<file path="src/rtl/rw_pkg.sv">
package rw_pkg;
    typedef enum logic {
        RW_IDLE  = 1'b0,
        RW_SETUP = 1'b1
    } rw_state_e;
endpackage

</file>
<file path="src/rtl/rw_readcount.sv">
module rw_readcount #(
    parameter int DEPTH = 8,
    parameter int CW    = $clog2(DEPTH + 1)
) (
    input  logic          clk_rd,
    input  logic          rst_n,
    input  logic          ren_n,
    output logic [CW-1:0] rd_cnt
);
    localparam logic [CW-1:0] CNT_MAX = CW'(DEPTH);

    logic [CW-1:0] cnt_d, cnt_q;

    always_comb begin
        cnt_d = cnt_q;
        if (!ren_n && cnt_q != CNT_MAX) begin
            cnt_d = cnt_q + 1'b1;
        end
    end

    always_ff @(posedge clk_rd or negedge rst_n) begin
        if (!rst_n) cnt_q <= '0;
        else        cnt_q <= cnt_d;
    end

    assign rd_cnt = cnt_q;
endmodule

</file>
<file path="src/rtl/rw_gate.sv">
module rw_gate #(
    parameter int DEPTH = 8,
    parameter int CW    = $clog2(DEPTH + 1)
) (
    input  logic [CW-1:0] rd_cnt,
    input  logic          ren_n,
    input  logic          wen_n,
    input  logic          zero_lat,
    output logic          legal
);
    localparam logic [CW-1:0] CNT_LO = CW'(2);
    localparam logic [CW-1:0] CNT_HI = CW'(DEPTH - 2);

    logic cnt_ok;
    logic ren_ok;

    always_comb begin
        cnt_ok = (rd_cnt >= CNT_LO) && (rd_cnt <= CNT_HI);
        ren_ok = zero_lat || ren_n;
        legal  = cnt_ok && ren_ok && wen_n;
    end
endmodule

</file>
<file path="src/rtl/rw_seq.sv">
module rw_seq #(
    parameter int SETUP_CYC = 2,
    parameter int SW        = (SETUP_CYC > 1) ? $clog2(SETUP_CYC) : 1
) (
    input  logic clk_rd,
    input  logic rst_n,
    input  logic rt_n,
    input  logic legal,
    output logic busy,
    output logic reload,
    output logic err
);
    import rw_pkg::*;

    localparam logic [SW-1:0] TMR_LOAD = SW'(SETUP_CYC - 1);

    typedef struct packed {
        rw_state_e     state;
        logic [SW-1:0] tmr;
        logic          rt_prev;
        logic          reload;
        logic          err;
    } seq_t;

    seq_t s_d, s_q;
    logic req;

    always_comb begin
        s_d         = s_q;
        s_d.rt_prev = rt_n;
        s_d.reload  = 1'b0;
        req         = s_q.rt_prev && !rt_n;
        unique case (s_q.state)
            RW_IDLE: begin
                if (req) begin
                    if (legal) begin
                        s_d.state  = RW_SETUP;
                        s_d.tmr    = TMR_LOAD;
                        s_d.reload = 1'b1;
                    end else begin
                        s_d.err = 1'b1;
                    end
                end
            end
            RW_SETUP: begin
                if (s_q.tmr == '0) s_d.state = RW_IDLE;
                else               s_d.tmr   = s_q.tmr - 1'b1;
            end
            default: s_d.state = RW_IDLE;
        endcase
    end

    always_ff @(posedge clk_rd or negedge rst_n) begin
        if (!rst_n) begin
            s_q.state   <= RW_IDLE;
            s_q.tmr     <= '0;
            s_q.rt_prev <= 1'b1;
            s_q.reload  <= 1'b0;
            s_q.err     <= 1'b0;
        end else begin
            s_q <= s_d;
        end
    end

    assign busy   = (s_q.state == RW_SETUP);
    assign reload = s_q.reload;
    assign err    = s_q.err;
endmodule

</file>
<file path="src/rtl/fifo_rewind_ctrl.sv">
module fifo_rewind_ctrl #(
    parameter int DEPTH     = 8,
    parameter int SETUP_CYC = 2
) (
    input  logic clk_rd,
    input  logic rst_n,
    input  logic rt_n,
    input  logic ren_n,
    input  logic wen_n,
    input  logic zero_lat,
    output logic rptr_reload,
    output logic ef_force_low,
    output logic setup_busy,
    output logic flag_invalid,
    output logic rt_err
);
    localparam int CW = $clog2(DEPTH + 1);

    logic [CW-1:0] rd_cnt;
    logic          legal;
    logic          busy;

    rw_readcount #(.DEPTH(DEPTH), .CW(CW)) u_cnt (
        .clk_rd (clk_rd),
        .rst_n  (rst_n),
        .ren_n  (ren_n),
        .rd_cnt (rd_cnt)
    );

    rw_gate #(.DEPTH(DEPTH), .CW(CW)) u_gate (
        .rd_cnt   (rd_cnt),
        .ren_n    (ren_n),
        .wen_n    (wen_n),
        .zero_lat (zero_lat),
        .legal    (legal)
    );

    rw_seq #(.SETUP_CYC(SETUP_CYC)) u_seq (
        .clk_rd (clk_rd),
        .rst_n  (rst_n),
        .rt_n   (rt_n),
        .legal  (legal),
        .busy   (busy),
        .reload (rptr_reload),
        .err    (rt_err)
    );

    assign setup_busy   = busy;
    assign ef_force_low = busy;
    assign flag_invalid = busy;
endmodule

</file>
<file path="config.mk">
export PLATFORM = sky130hd
export DESIGN_NAME = fifo_rewind_ctrl
export DESIGN_NICKNAME = d
export VERILOG_FILES = /design/src/rtl/rw_pkg.sv /design/src/rtl/rw_readcount.sv /design/src/rtl/rw_gate.sv /design/src/rtl/rw_seq.sv /design/src/rtl/fifo_rewind_ctrl.sv
export SDC_FILE = /design/constraint.sdc
export NUM_CORES = 1
export LEC_CHECK = 0
export BUFFER_PORTS_ARGS = -buffer_cell sky130_fd_sc_hd__buf_4
export CORE_AREA = 2 2 39 41
export CTS_CLUSTER_DIAMETER = 100
export CTS_CLUSTER_SIZE = 10
export DETAILED_ROUTE_END_ITERATION = 6
export DIE_AREA = 0 0 41 43
export GPL_TIMING_DRIVEN = 0
export SYNTH_ARGS = -nofsm -noshare
export SYNTH_HDL_FRONTEND = slang
export SYNTH_HIERARCHICAL = 1
export SYNTH_SLANG_ARGS = --single-unit
</file>
<file path="constraint.sdc">
create_clock -name clk_rd -period 1.8 [get_ports clk_rd]
set_clock_uncertainty 0.1 [all_clocks]
set_input_delay 0.18 -clock clk_rd [delete_from_list [all_inputs] [get_ports clk_rd]]
set_output_delay 0.18 -clock clk_rd [all_outputs]
set_load 0.01 [all_outputs]
</file>
=== Word level (Yosys, flattened, before mapping) ===
Index checks and enable logic that the tools add are counted.

* Bits in registers: 9
* Bits in latches: 0
* Memory bits (writable): 0
* Memory bits (read-only): 0
* Bits of input ports: 6
* Output and inout port bits: 5
* Word-level logic and storage cells: 34
* Memories kept: 0

* $add $sub $neg: 2
* $mul: 0
* Div/mod/pow operators: 0
* Magnitude comparators: 2
* Equality and inequality tests: 3
* Shifts and indexed selects: 0
* Multiplexer cells: 9
* Bitwise logic cells: 2
* Reduce and logical (&&, ||, !) cells: 10

{| class="wikitable"
|+ Operators with widths
! operator !! number
|-
| $mux 2 || 4
|-
| $logic_and 1x1->1 || 5
|-
| $add 4x1->4 const B || 1
|-
| $ge 4x2->1 const B || 1
|-
| $le 4x3->1 const B || 1
|-
| $mux 1 || 4
|-
| $ne 4x4->1 const B || 1
|-
| $pmux 2 s2 || 1
|-
| $reduce_and 3->1 || 1
|-
| $logic_not 1->1 || 2
|-
| $ne 2x1->1 const B || 1
|-
| $ne 2x2->1 const B || 1
|-
| $not 1->1 || 2
|-
| $reduce_and 2->1 || 1
|-
| $logic_or 1x1->1 || 1
|-
| $sub 1x1->1 const B || 1
|}

=== Longest topological paths before layout ===
* Depth after elaboration: 7
* Depth in mapped cells: 5
* Mapped depth without buffers: 5

=== Cells and area by module ===
The synthesis kept the hierarchy.

{| class="wikitable"
|+ Modules (own cells, without submodules)
! module !! instances !! cells an instance !! area an instance (um2) !! seq. area each (um2)
|-
| rw_readcount || 1 || 18 || 210.2 || 100.1
|-
| rw_seq || 1 || 11 || 176.4 || 126.4
|-
| rw_gate || 1 || 5 || 40.0 || 0.0
|-
| fifo_rewind_ctrl || 1 || 2 || 15.0 || 0.0
|}

=== Worst setup path before layout ===
OpenSTA, ideal clock, no wires.

* Kind: register to register
* Start point: register u_cnt.cnt_q[1] (netlist: u_cnt/rd_cnt[1])
* End point: register u_cnt.cnt_q[1] (netlist: u_cnt/rd_cnt[1])
* Setup time: 125 ps
* Arrival: 1192 ps
* Data required time: 1575 ps
* Path slack: 384 ps
* Stages on the path, launching flop included: 5
* Buffers on the path: 0
* Period minus slack after synthesis: 1416 ps
* Cells stage by stage: dfrtp_1 > inv_1 > ha_1 > a31oi_1 > mux2_2

* Word-level cells in the longest chain between the ends: 2
* Elaborated cells on any way between the ends: 3
* Classes of those cells: add/sub (1); eq/ne (1); reduce/logical (1)

{| class="wikitable"
|+ Ends and longest elaborated chain
! what !! line !! source
|-
| start: declaration || rw_readcount.sv:12 || <nowiki>logic [CW-1:0] cnt_d, cnt_q;</nowiki>
|-
| start signal: assignment || rw_readcount.sv:23 || <nowiki>else cnt_q <= cnt_d;</nowiki>
|-
| parallel branches: the longest is 2 deep, another holds $add 4x1->4 || -- ||
|}

Parallel ways; which one is timed is not known.
A chain may end at the register's enable or synchronous reset.

=== Worst setup path after layout ===
Ends and elaborated chain as after synthesis.

==> results.py <==
metrics = {
    "placed_design": {
        "gp_congestion": 0.6766,
        "io_buffers": 10,
    },
    "pwr": {
        "power_leakage_nw": 0.2896,
        "pwr-share-comb_pct": 34.7,
        "swShare_pct": 32.03,
        "pwr-share-clk_pct": 20.1,
        "power_density_nw_per_um2": 1264,
        "power.internal_uw": 500.9,
        "vdd_drop_max_v": 0.0005458,
        "p_seq_share_pct": 45.2,
        "switching_power_uw": 236.0,
    },
    "layout": {
        "antennaDiodeCount": 0,
        "layout_commonest_cell": "buf_4",
        "final_cell_mix": "buf_4 (12), dfrtp_1 (8), clkbuf_4 (3), inv_1 (3)",
        "final_util_pct": 42.13,
        "syn_to_final_growth_pct": 32.01,
        "layout-drive-gt1-share_pct": 46.15,
        "nNetsFinal": 61,
    },
    "timing": {
        "final_max_slew_viol_count": 0,
        "finalSetupTns_ns": 0,
        "rsz0062_at_grt": "no",
        "hold_viol_final": 0,
        "fin_crit_ns": 1.531,
        "max_freq_mhz": 653.2,
        "finalSetupViolations": 0,
        "max-slew-margin-rel_pct": 82.69,
        "worst_slew_pin_slew_ns": 0.2575,
        "fin_crit_sh_pct": 85.05,
    },
    "synth": {
        "syn_nets": 44,
        "yosys_warnings": 6,
        "async_reset_ff_share_pct": 100.0,
        "ys_types": 23,
        "synth_area_um2": 441.7,
        "ys_seq_elements": 9,
        "netlist_instances": 36,
        "synth_seq_area_share_pct": 51.27,
        "syn_area_per_cell_um2": 12.27,
        "synth-main-ff-cell": "dfrtp_1",
        "synth_edf_count": 0,
    },
    "drt": {
        "viasPerCell": 4.368,
        "ant_nets": 0,
        "first_pass_iters": 3,
        "drc": 0,
        "wl_um": 680,
        "vias": 297,
        "wl_per_cell_um": 10.00,
        "drtIter0Drc": 3,
    },
    "clock_tree": {
        "numCtsBuffers": 3,
        "post_cts_resized": 0,
        "cts_sinks": 9,
        "cts_max_level": 1,
        "clk_latency_ns": 0.25,
        "cts_max_path_buffers": 2,
        "clk_pin_slew_ns": 0.06,
        "cts_tree": "yes",
        "cts_root_buf": "clkbuf_4",
    },
    "die": {
        "initial_core_util_pct": 31.92,
        "io_pins": 11,
        "die_w_um": 41,
        "die_h_um": 43,
        "core.rowCount": 14,
        "die_area_um2": 1763,
        "core_um2": 1384,
    },
    "setup_path": {
        "rrSetupSlack_ns": 0.27,
        "worst_setup_path_start_kind": "flip-flop",
        "cp-end-kind": "flip-flop",
        "required_ns": 1.83,
        "crit_family": "flip-flops",
        "crit_fanout": 5,
        "cp-startpoint": "u_cnt/rd_cnt[1]",
        "cp.depth": 4,
        "worstPathCellList": "inv_1 > ha_1 > a31oi_1 > mux2_2",
        "cp.arrival_ns": 1.57,
        "reg2regPathDepth": 4,
        "cp_slowest_cell": "dfrtp_1",
        "worst-setup-path-type": "flip-flop to flip-flop",
        "timing.critical_path.buf_inv": 1,
        "critical_path.max_stage_delay_ns": 0.41,
        "r2r_end": "u_cnt/rd_cnt[1]",
        "reg2reg_from": "u_cnt/rd_cnt[1]",
        "critPathCapture": "u_cnt/rd_cnt[1]",
    },
    "global_routing": {
        "track_usage_pct": 9.868,
        "grt_pass1_wl_um": 1152,
        "grt_max_degree": 10,
        "antenna_found_initial": 0,
        "grt_pass1_vias": 287,
        "grt.overflow.total": 0,
    },
    "job": {
        "cap_viol_max_count": 0,
    },
    "status": {
        "status": "finished clean",
    },
    "worst_hold_path": {
        "min_path_type": "input port to flip-flop",
    },
}
## through the flow
stage	setup slack, ns	total power [mW]	hold WS, ns	instances	cell area (um2)
after floorplan	0.3836	0.5177	-0.2156	36	441.7
after global placement	0.2867	0.5832	-0.09110	62	536.8
after detailed placement	0.2749	0.5926	-0.09127	62	536.8
after CTS	0.2630	0.7496	0.1216	68	583.1
after global routing	0.1308	0.8086	0.1281	68	583.1
final	0.2691	0.7369	0.1256	68	583.1
## worst min-delay path, stage by stage
cell,delay [ns]
buf_4,0.10
or4_4,0.12
xnor2_2,0.05
## sequential cells by signal (all words and copies together), names as in the netlist
register and cells:
u_seq/reload 1, u_seq/err 1, u_seq/s_q 2, u_cnt/rd_cnt 4, u_seq/busy 1
## cell usage after synthesis (all sizes together) (2+ instances only)
cell	count	area, um2
a21o	2	15.01
xnor2	2	25.03
nor2	2	7.510
inv	4	15.01
dfrtp	8	200.2
ha	2	25.02
buf	2	15.01
## repair_timing
action,4_1_cts,5_1_grt
hold buffers,2,0
hold endpoints to repair,10,0
setup buffers,0,0
## final cells by class
type	count	area, um2
Inverter	4	15.01
Clock buffer	4	26.28
Fill cell	141	800.8
Sequential cell	9	226.5
Buffer	2	15.01
Timing Repair Buffer	12	95.09
Multi-Input combinational cell	21	185.2
Tap cell	16	20.02
## metal layers
layer | share of wire [%] | wire length [um] | GRT usage [%] | vias up
met5 | 0 | 0 | 0 | -
met3 | 9.0 | 61 | 3.141 | 0
met1 | 44 | 301 | 13.42 | 137
met4 | 0 | 0 | 4.000 | 0
li1 | - | - | - | 150
met2 | 47 | 317 | 14.06 | 10
## how the worst min path moves through the flow
| stage | start | endpoint | slack (ns) | cells past startpoint |
|---|---|---|---|---|
| after floorplan | rst_n | u_cnt/rd_cnt[0] | -0.22 | 0 |
| after global placement | rst_n | u_seq/reload | -0.09 | 1 |
| after detailed placement | rst_n | u_seq/reload | -0.09 | 1 |
| after CTS | ren_n | u_cnt/rd_cnt[3] | 0.12 | 3 |
| after global routing | ren_n | u_cnt/rd_cnt[3] | 0.13 | 3 |
| final | ren_n | u_cnt/rd_cnt[3] | 0.13 | 3 |
## power groups by stage
stage	Combinational [mW]	Clock (mW)	Sequential [mW]
2_1_floorplan	0.196	0	0.322
5_1_grt	0.294	0.164	0.351
6_report	0.256	0.148	0.333
4_1_cts	0.259	0.156	0.334
3_5_place_dp	0.255	0	0.338
3_3_place_gp	0.245	0	0.338
## cells by family after synthesis
| group | Yosys count | share of synthesized area (%) |
|---|---|---|
| xor+xnor | 2 | 5.667 |
| compound gates | 4 | 5.948 |
| simple gates | 12 | 22.10 |
| buf+inv | 6 | 6.797 |
| mux | 1 | 2.549 |
| flops | 9 | 51.28 |
| fa+ha+maj | 2 | 5.665 |
No activity file was read; power rests on OpenSTA's default activity.
